--- src/rtl/tagmem_pkg.sv ---
package tagmem_pkg;
  localparam int WORD_W = 18;
  localparam int LANES  = 2;
  localparam int LANE_W = WORD_W / LANES;

  typedef logic [WORD_W-1:0] word_t;
  typedef logic [LANES-1:0]  lane_mask_t;
endpackage

--- src/rtl/tm_write_ctl.sv ---
module tm_write_ctl
  import tagmem_pkg::*;
(
  input  logic       wr_cycle,
  input  logic       glob_wr_n,
  input  logic       bw_gate_n,
  input  lane_mask_t lane_en_n,
  output lane_mask_t lane_we
);
  for (genvar g = 0; g < LANES; g++) begin : g_lane
    always_comb begin
      lane_we[g] = wr_cycle & (~glob_wr_n | (~bw_gate_n & ~lane_en_n[g]));
    end
  end
endmodule

--- src/rtl/tm_din_reg.sv ---
module tm_din_reg #(
  parameter int W = 18
) (
  input  logic         clk,
  input  logic         rst,
  input  logic         load_n,
  input  logic [W-1:0] d,
  output logic [W-1:0] q
);
  always_ff @(posedge clk) begin
    if (rst)          q <= '0;
    else if (!load_n) q <= d;
  end
endmodule

--- src/rtl/tm_lane_bank.sv ---
module tm_lane_bank #(
  parameter int AW = 4,
  parameter int W  = 9
) (
  input  logic          clk,
  input  logic          rst,
  input  logic [AW-1:0] addr,
  input  logic          we,
  input  logic [W-1:0]  wdata,
  input  logic          rd_en,
  output logic [W-1:0]  rd_q,
  output logic [W-1:0]  peek
);
  localparam int DEPTH = 1 << AW;

  logic [W-1:0] mem [DEPTH];

  always_ff @(posedge clk) begin
    if (we) mem[addr] <= wdata;
  end

  always_ff @(posedge clk) begin
    if (rst)        rd_q <= '0;
    else if (rd_en) rd_q <= mem[addr];
  end

  assign peek = mem[addr];
endmodule

--- src/rtl/tm_match.sv ---
module tm_match #(
  parameter int W = 18
) (
  input  logic [W-1:0] a,
  input  logic [W-1:0] b,
  input  logic         oe_n,
  output logic         hit
);
  always_comb hit = ~oe_n & (a == b);
endmodule

--- src/rtl/bytelane_tag_mem.sv ---
module bytelane_tag_mem
  import tagmem_pkg::*;
#(
  parameter int AW = 4
) (
  input  logic          clk,
  input  logic          rst,
  input  logic [AW-1:0] addr,
  input  logic          wr_cycle,
  input  logic          glob_wr_n,
  input  logic          bw_gate_n,
  input  logic          lane_lo_n,
  input  logic          lane_hi_n,
  input  logic          din_en_n,
  input  logic [17:0]   din,
  input  logic          cmp_oe_n,
  output logic [17:0]   rd_data,
  output logic          hit
);
  word_t      din_q;
  word_t      stored;
  lane_mask_t lane_we;
  lane_mask_t lane_en_n;

  assign lane_en_n = {lane_hi_n, lane_lo_n};

  tm_write_ctl u_wctl (
    .wr_cycle (wr_cycle),
    .glob_wr_n(glob_wr_n),
    .bw_gate_n(bw_gate_n),
    .lane_en_n(lane_en_n),
    .lane_we  (lane_we)
  );

  tm_din_reg #(.W(WORD_W)) u_din (
    .clk   (clk),
    .rst   (rst),
    .load_n(din_en_n),
    .d     (din),
    .q     (din_q)
  );

  for (genvar g = 0; g < LANES; g++) begin : g_bank
    tm_lane_bank #(.AW(AW), .W(LANE_W)) u_bank (
      .clk  (clk),
      .rst  (rst),
      .addr (addr),
      .we   (lane_we[g]),
      .wdata(din_q[g*LANE_W +: LANE_W]),
      .rd_en(~wr_cycle),
      .rd_q (rd_data[g*LANE_W +: LANE_W]),
      .peek (stored[g*LANE_W +: LANE_W])
    );
  end

  tm_match #(.W(WORD_W)) u_cmp (
    .a   (din_q),
    .b   (stored),
    .oe_n(cmp_oe_n),
    .hit (hit)
  );
endmodule

--- config.mk ---
export PLATFORM = sky130hd
export DESIGN_NAME = bytelane_tag_mem
export DESIGN_NICKNAME = d
export VERILOG_FILES = /design/src/rtl/tagmem_pkg.sv /design/src/rtl/tm_write_ctl.sv /design/src/rtl/tm_din_reg.sv /design/src/rtl/tm_lane_bank.sv /design/src/rtl/tm_match.sv /design/src/rtl/bytelane_tag_mem.sv
export SDC_FILE = /design/constraint.sdc
export NUM_CORES = 1
export LEC_CHECK = 0
export ABC_AREA = 1
export BUFFER_PORTS_ARGS = -buffer_cell sky130_fd_sc_hd__buf_4
export CELL_PAD_IN_SITES_DETAIL_PLACEMENT = 1
export CELL_PAD_IN_SITES_GLOBAL_PLACEMENT = 1
export CORE_ASPECT_RATIO = 1.4
export CORE_MARGIN = 2
export CORE_UTILIZATION = 50
export DETAILED_ROUTE_END_ITERATION = 16
export HOLD_SLACK_MARGIN = 0.1
export PLACE_DENSITY_LB_ADDON = 0.1
export SLEW_MARGIN = 20
export SYNTH_ARGS = -nofsm -noshare
export SYNTH_HDL_FRONTEND = slang
export SYNTH_SLANG_ARGS = --single-unit
--- constraint.sdc ---
create_clock -name clk -period 4 [get_ports clk]
set_clock_uncertainty 0.05 [all_clocks]
set_input_delay 0.2 -clock clk [delete_from_list [all_inputs] [get_ports clk]]
set_output_delay 0.2 -clock clk [all_outputs]
set_load 0.005 [all_outputs]
==> results of run 1 <==
[critical path: stages]
cell     delay (ns)
buf_4          0.36
buf_4          0.55
nor2_1         0.11
buf_4          0.25
nand2_1        0.10
nand4_1        0.09
nand2_1        0.07
nand2_1        0.07
nor2_1         0.32
nor2_1         0.07
nor2_1         0.12
nand2_1        0.05
nor2_1         0.08
nand2_1        0.05
nor2_1         0.13
buf_4          0.13
[report_power, final]
group | switching (mW) | internal (mW) | leakage, nW
registers | 0.0790 | 3.75 | 2.99
clock network | 1.27 | 1.74 | 0.513
logic | 0.336 | 0.174 | 2.85
[metal layers]
layer / up-vias / share of wire [%] / track usage (%)
met2: 188 / 56 / 53.0
met5: - / 0 / 0
met4: 0 / 3.8 / 10.6
met3: 75 / 3.3 / 2.87
met1: 4829 / 37 / 30.6
li1: 4528 / - / -
[through the flow]
stage / util (%) / cells / hold WS [ns]
2_1_floorplan: - / 1283 / 0.271
3_3_place_gp: 54.2 / 1638 / 0.395
3_5_place_dp: 54.2 / 1638 / 0.402
4_1_cts: 59.9 / 1739 / 0.101
5_1_grt: 59.9 / 1739 / 0.130
6_report: 59.9 / 1739 / 0.118
[final cells by class]
cell class	instances	share of cell area, %
clock buffers	34	5.04
clock inverters	24	1.63
inverters	24	0.577
multi-input cells	873	22.7
flip-flops and latches	324	60.0
well taps	324	2.59
repair buffers	136	7.46
[worst paths after layout]
kind	depth (start not counted)	endpoint	start	slack, ns
worst max-delay path	16	hit	addr[1]	0.90
worst min-delay path	3	u_din.q[5]	din_en_n	0.12
worst max register to register	3	u_din.q[0]	u_din.q[0]	2.22
worst min register to register	2	g_bank[0].u_bank.rd_q[8]	g_bank[0].u_bank.rd_q[8]	0.50
[logic make-up after synthesis]
kind of cell	after synthesis	share of synthesized area [%]
AO/OA/AOI/OAI	74	2.82
buffers and inverters	86	2.81
flip-flops	324	70.5
AND/OR/NAND/NOR	799	23.9
[synthesized netlist by cell type (all sizes together)]
cell type | instances | area share [%]
o21ai | 45 | 1.7
buf | 40 | 1.5
clkinv | 3 | 0.085
edfxtp | 288 | 65
nand2 | 626 | 18
inv | 21 | 0.59
nor2 | 60 | 1.7
nor3 | 34 | 1.3
a21oi | 27 | 1.0
o21bai | 2 | 0.11
nand4 | 21 | 0.99
nand3 | 58 | 2.2
dfxtp | 36 | 5.4
clkbuf | 22 | 0.62
[registers in the layout, indices dropped and copies added (netlist names)]
register / count
g_bank.u_bank.mem: 288
g_bank.u_bank.rd_q: 18
u_din.q: 18
==> impl_metrics.csv, run 1 <==
group,metric,value,unit
grt,antenna_found_initial,0,
logic_synthesis,netlist_area,13300,µm²
clock_tree,cts_tree,"yes",
sta,fmax,323,MHz
power_and_ir_drop,peakVddDrop,0.000408,V
drt,routed_wl,37500,µm
finish,fill_cells,2826,
floorplanning,start_util,50.9,%
clock_tree,cts-root-buf,"clkbuf_16",
drt,drc,0,
sta,finalWorstSetupSlack,0.901,ns
drt,drt_iter0_drc,503,
clock_tree,cts_sinks,324,
floorplanning,die_w,142,µm
sta,tightest_slew,0.969,ns
logic_synthesis,ys_types,20,
sta,fin_crit,3.10,ns
place,dp_slack,0.946,ns
finish,syn_to_final_growth,17.5,%
clock_tree,postCtsSetupRepairBufs,0,
clock_tree,cts-hold-fix-buffers,43,
grt,grt_pass1_wl,57600,µm
worst_setup_path,worstSetupEndpointType,"output pin",
finish,regArea,9370,µm²
floorplanning,die_area,27900,µm²
finish,nNetsFinal,1421,
finish,drive_above_1_share,10.7,%
finish,final_common_cell,"nand2_1",
grt,grt_max_degree,69,
run_status,outcome,"finished, final reports clean",
place,dp_hpwl,23400,µm
grt,grt_overflow,0,
logic_synthesis,ys_seq_area_share,70.5,%
finish,mostFrequentLayoutCells,"624 x nand2_1, 288 x edfxtp_1, 90 x buf_4",
logic_synthesis,syn_nets,1314,
clock_tree,htreeDepth,1,
worst_setup_path,path_max_fanout,42,
power_and_ir_drop,total_power,7.35,mW
floorplanning,ios,50,
sta,setup_viol,0,
floorplanning,num_rows,70,
logic_synthesis,synth_cells,1283,
logic_synthesis,avgSynthCellArea,10.4,µm²
worst_hold_path,holdCritPathClass,"input port to flop",
floorplanning,die_y,197,µm
clock_tree,clock_latency,0.57,ns
worst_setup_path,required,3.75,ns
floorplanning,core,26100,µm²
sta,period_share,77.5,%
finish,finalInstanceArea,15600,µm²
clock_tree,cts_buffers,31,
sta,maxSlewViolCount,0,
sta,tns,0,ns
run,cap_violations,0,
place,numPortBuffers,49,
worst_setup_path,startpoint_type,"input port",
power_and_ir_drop,leakage,6.36,nW
sta,hold_viol_final,0,
drt,wl_per_cell,21.5,µm
worst_setup_path,critPathKind,"input port to output pin",
place,routabilityCongestion,0.798,
finish,diodes,0,
grt,first_global_vias,10200,
place,place_area,14200,µm²
drt,vias,9620,
drt,drtPass1Iterations,7,
power_and_ir_drop,p_per_area,470,nW/µm²
drt,drtAntennaViolNets,0,
clock_tree,clk_pin_slew_worst_paths,0.07,ns
drt,vias_per_cell,5.53,
clock_tree,cts_resized,0,
finish,multi_input_area,3550,µm²
clock_tree,clockBufferDepth,3,
grt,grt_use_total,27.4,%
logic_synthesis,ys_ff_latch,324,
logic_synthesis,yosysWarnings,0,
sta,rsz0062_at_grt,"no",
sta,slew_headroom,35.3,%
worst_setup_path,critPathArrivalTime,2.85,ns
No activity file was read; power rests on OpenSTA's default activity.
==> run 2, diff against run 1 <==
--- a/config.mk
+++ b/config.mk
@@ -5,13 +5,13 @@
 export SDC_FILE = /design/constraint.sdc
 export NUM_CORES = 1
 export LEC_CHECK = 0
-export ABC_AREA = 1
+export ABC_AREA = 0
 export BUFFER_PORTS_ARGS = -buffer_cell sky130_fd_sc_hd__buf_4
 export CELL_PAD_IN_SITES_DETAIL_PLACEMENT = 1
 export CELL_PAD_IN_SITES_GLOBAL_PLACEMENT = 1
 export CORE_ASPECT_RATIO = 1.4
 export CORE_MARGIN = 2
-export CORE_UTILIZATION = 50
+export CORE_UTILIZATION = 48
 export DETAILED_ROUTE_END_ITERATION = 16
 export HOLD_SLACK_MARGIN = 0.1
 export PLACE_DENSITY_LB_ADDON = 0.1
==> constraint.sdc (replaced) <==
create_clock -name clk -period 2.6 [get_ports clk]
set_clock_uncertainty 0.05 [all_clocks]
set_input_delay 0.13 -clock clk [delete_from_list [all_inputs] [get_ports clk]]
set_output_delay 0.13 -clock clk [all_outputs]
set_load 0.005 [all_outputs]
==> run 2 against run 1 <==
Final area rose by 6.5%. First-iteration DRC count is 16% higher. Largest cell class unchanged. Clock-buffer cell count is 10 higher. Worst setup slack lost 1.5 ns. Critical path type is now flop to output pin. Combinational power is 110% higher. Sequential share of layout area fell by 3.7 points. Largest power group unchanged. The run now ends with setup timing left. Utilization is 1.8 points higher.
==> impl_metrics.csv, run 2 <==
group,metric,value,unit
run_status,outcome,"finished with violations",
run_status,failed_checks,"setup timing",
sta,tightest_slew,0.877,ns
logic_synthesis,ys_ff_latch,324,
place,place_area,15000,µm²
worst_hold_path,hold_depth,3,
run,cap_violations,0,
grt,grt_max_degree,37,
floorplanning,start_util,49.0,%
clock_tree,clk_pin_slew_worst_paths,0.06,ns
logic_synthesis,yosysWarnings,0,
worst_setup_path,r2r_slack,0.23,ns
finish,syn_to_final_growth,25.7,%
logic_synthesis,synth_enable_flop_cells,288,
drt,routed_wl,37300,µm
logic_synthesis,syn_nets,813,
logic_synthesis,netlist_top_cells_count,"288 x edfxtp_1, 96 x nor2_1, 68 x mux2i_1, 59 x mux4_2, 36 x dfxtp_1",
drt,vias,8105,
floorplanning,die_w,144,µm
logic_synthesis,synth_top_cell_by_area,"edfxtp_1",
drt,drc,0,
finish,largest_reg_flops,288,
logic_synthesis,avgSynthCellArea,16.9,µm²
clock_tree,cts-root-buf,"clkbuf_16",
floorplanning,ios,50,
worst_setup_path,worstSetupEndpointType,"output pin",
finish,diodes,0,
sta,hold_viol_final,0,
worst_setup_path,critPathKind,"flop to output pin",
finish,drive_above_1_share,30.8,%
power_and_ir_drop,peakVddDrop,0.000652,V
floorplanning,core,27000,µm²
logic_synthesis,synth_top_cell_area_share,65.3,%
power_and_ir_drop,leakage,5.90,nW
place,dp_hpwl,25800,µm
worst_setup_path,startpoint_type,"flop",
worst_setup_path,required,2.42,ns
place,numPortBuffers,49,
logic_synthesis,synth_cells,782,
floorplanning,num_rows,71,
worst_setup_path,r2r_end,"u_din.q[8]",
drt,drt_iter0_drc,581,
sta,maxSlewViolCount,0,
floorplanning,die_area,28900,µm²
logic_synthesis,ys.flop_type,"edfxtp_1",
finish,finalInstanceArea,16600,µm²
drt,drtPass1Iterations,5,
drt,drtAntennaViolNets,0,
grt,grt_use_total,26.3,%
clock_tree,clockBufferDepth,3,
worst_hold_path,holdCritPathClass,"input port to flop",
sta,fin_crit,3.15,ns
worst_setup_path,regToRegStartpoint,"u_din.q[8]",
clock_tree,clock_latency,0.56,ns
finish,regMostFlops,"g_bank.u_bank.mem",
logic_synthesis,netlist_area,13200,µm²
clock_tree,htreeDepth,1,
logic_synthesis,yosysMostFrequentCell,"edfxtp_1",
worst_setup_path,r2r_cells,4,
logic_synthesis,ys_types,55,
drt,vias_per_cell,5.74,
place,routabilityCongestion,0.821,
finish,final_common_cell,"edfxtp_1",
clock_tree,cts_buffers,30,
grt,first_global_vias,8923,
worst_setup_path,critPathArrivalTime,2.97,ns
floorplanning,die_y,201,µm
power_and_ir_drop,p_per_area,692,nW/µm²
finish,nNetsFinal,1054,
worst_hold_path,hp-start,"addr[2]",
sta,finalWorstSetupSlack,-0.551,ns
sta,slew_headroom,41.3,%
logic_synthesis,async_flop_share,0,%
logic_synthesis,ys_seq_area_share,70.8,%
finish,reg_top3,"g_bank.u_bank.mem (288), g_bank.u_bank.rd_q (18), u_din.q (18)",
grt,grt_overflow,0,
sta,rsz0062_at_grt,"yes",
clock_tree,cts_tree,"yes",
finish,mostFrequentLayoutCells,"288 x edfxtp_1, 189 x buf_4, 96 x nor2_1",
drt,wl_per_cell,26.4,µm
worst_hold_path,min_to,"g_bank[0].u_bank.mem[4][8]",
grt,grt_pass1_wl,55500,µm
sta,period_share,121,%
grt,antenna_found_initial,0,
sta,setup_viol,1,
clock_tree,cts_sinks,324,
worst_setup_path,path_max_fanout,2,
sta,fmax,317,MHz
sta,tns,-0.551,ns
logic_synthesis,synth_top_cells_by_area,"edfxtp_1 65%, mux4_2 10%, dfxtp_1 5.4%, mux2i_1 5.1%, nor2_1 2.7%",
==> run 2: cell types whose count changed in the layout (fill, tap and decap cells not counted), sizes merged, moves of 19 or more <==
cell   change
nor3      -25
nand2    -596
nand4     -19
nor2      +37
o21ai     -32
nand3     -49
mux2i     +68
buf      +103
mux4      +59
==> run 2: metrics by stage <==
step	total power [mW]	cells	util, %	worst slack, ns	hold WS [ns]
after floorplan	6.41	782	-	0.403	0.224
after detailed placement	6.89	1298	55.4	-0.310	0.321
after global placement	6.85	1298	55.4	-0.316	0.309
final	11.5	1412	61.6	-0.551	0.212
after CTS	11.6	1411	61.5	-0.570	0.194
after global routing	11.8	1412	61.6	-0.640	0.211
==> run 2: worst max-delay path by stage <==
stage,startpoint,end,slack [ns],cells after the start
CTS,g_bank[0].u_bank.mem[4][5],hit,-0.57,9
detailed placement,addr[0],hit,-0.31,10
global placement,addr[0],hit,-0.32,10
floorplan,addr[2],g_bank[1].u_bank.mem[13][0],0.40,6
finish,g_bank[1].u_bank.mem[15][8],hit,-0.55,8
global route,g_bank[1].u_bank.mem[15][8],hit,-0.64,8
==> run 2: worst max-delay path: stages (launching register included) <==
cell,delay [ns]
edfxtp_1,0.38
mux4_2,0.54
a22o_1,0.24
a21oi_2,0.21
a31oi_2,0.12
a221oi_2,0.33
nand4_1,0.20
nor3_4,0.25
buf_4,0.15
==> run 2: power breakdown <==
part / switching [mW] / leakage [nW] / internal [mW] / total, mW
clock network: 1.88 / 0.514 / 2.75 / 4.63
registers: 0.0610 / 2.80 / 5.76 / 5.82
logic: 0.555 / 2.59 / 0.506 / 1.06
total: 2.49 / 5.90 / 9.02 / 11.5
==> run 2: cells by family (layout without fill, tap and decap cells) <==
kind of cell / Yosys count / count (layout) / synth area share (%)
AO/OA/AOI/OAI: 91 / 91 / 4.73
AND/OR/NAND/NOR: 171 / 171 / 5.63
buffers and inverters: 50 / 315 / 2.32
multiplexers: 133 / 133 / 15.7
flip-flops: 324 / 324 / 70.8
XOR/XNOR: 13 / 13 / 0.860
==> run 2: metal layers <==
layer	global-route usage, %	vias to the layer above	part of all wire (%)
li1	-	3559	-
met1	30.8	4223	37
met2	47.6	222	54
met3	2.86	101	3.8
met4	12.7	0	5.6
met5	0	-	0
==> run 2: layout make-up <==
type / instances / area (µm²)
sequential: 324 / 9370
multi-input combinational: 408 / 3610
tap: 365 / 457
clock inverter: 12 / 170
fill: 2520 / 10400
clock buffer: 44 / 885
timing repair buffer: 253 / 2130
inverter: 6 / 22.5
==> run 2: timing repair <==
item,in CTS,in global routing
pin swaps,0,7
endpoints found under the hold margin,36,0
hold buffers,57,0
endpoints found under the setup margin,1,1
buffers inserted,0,1
resized for setup,5,4
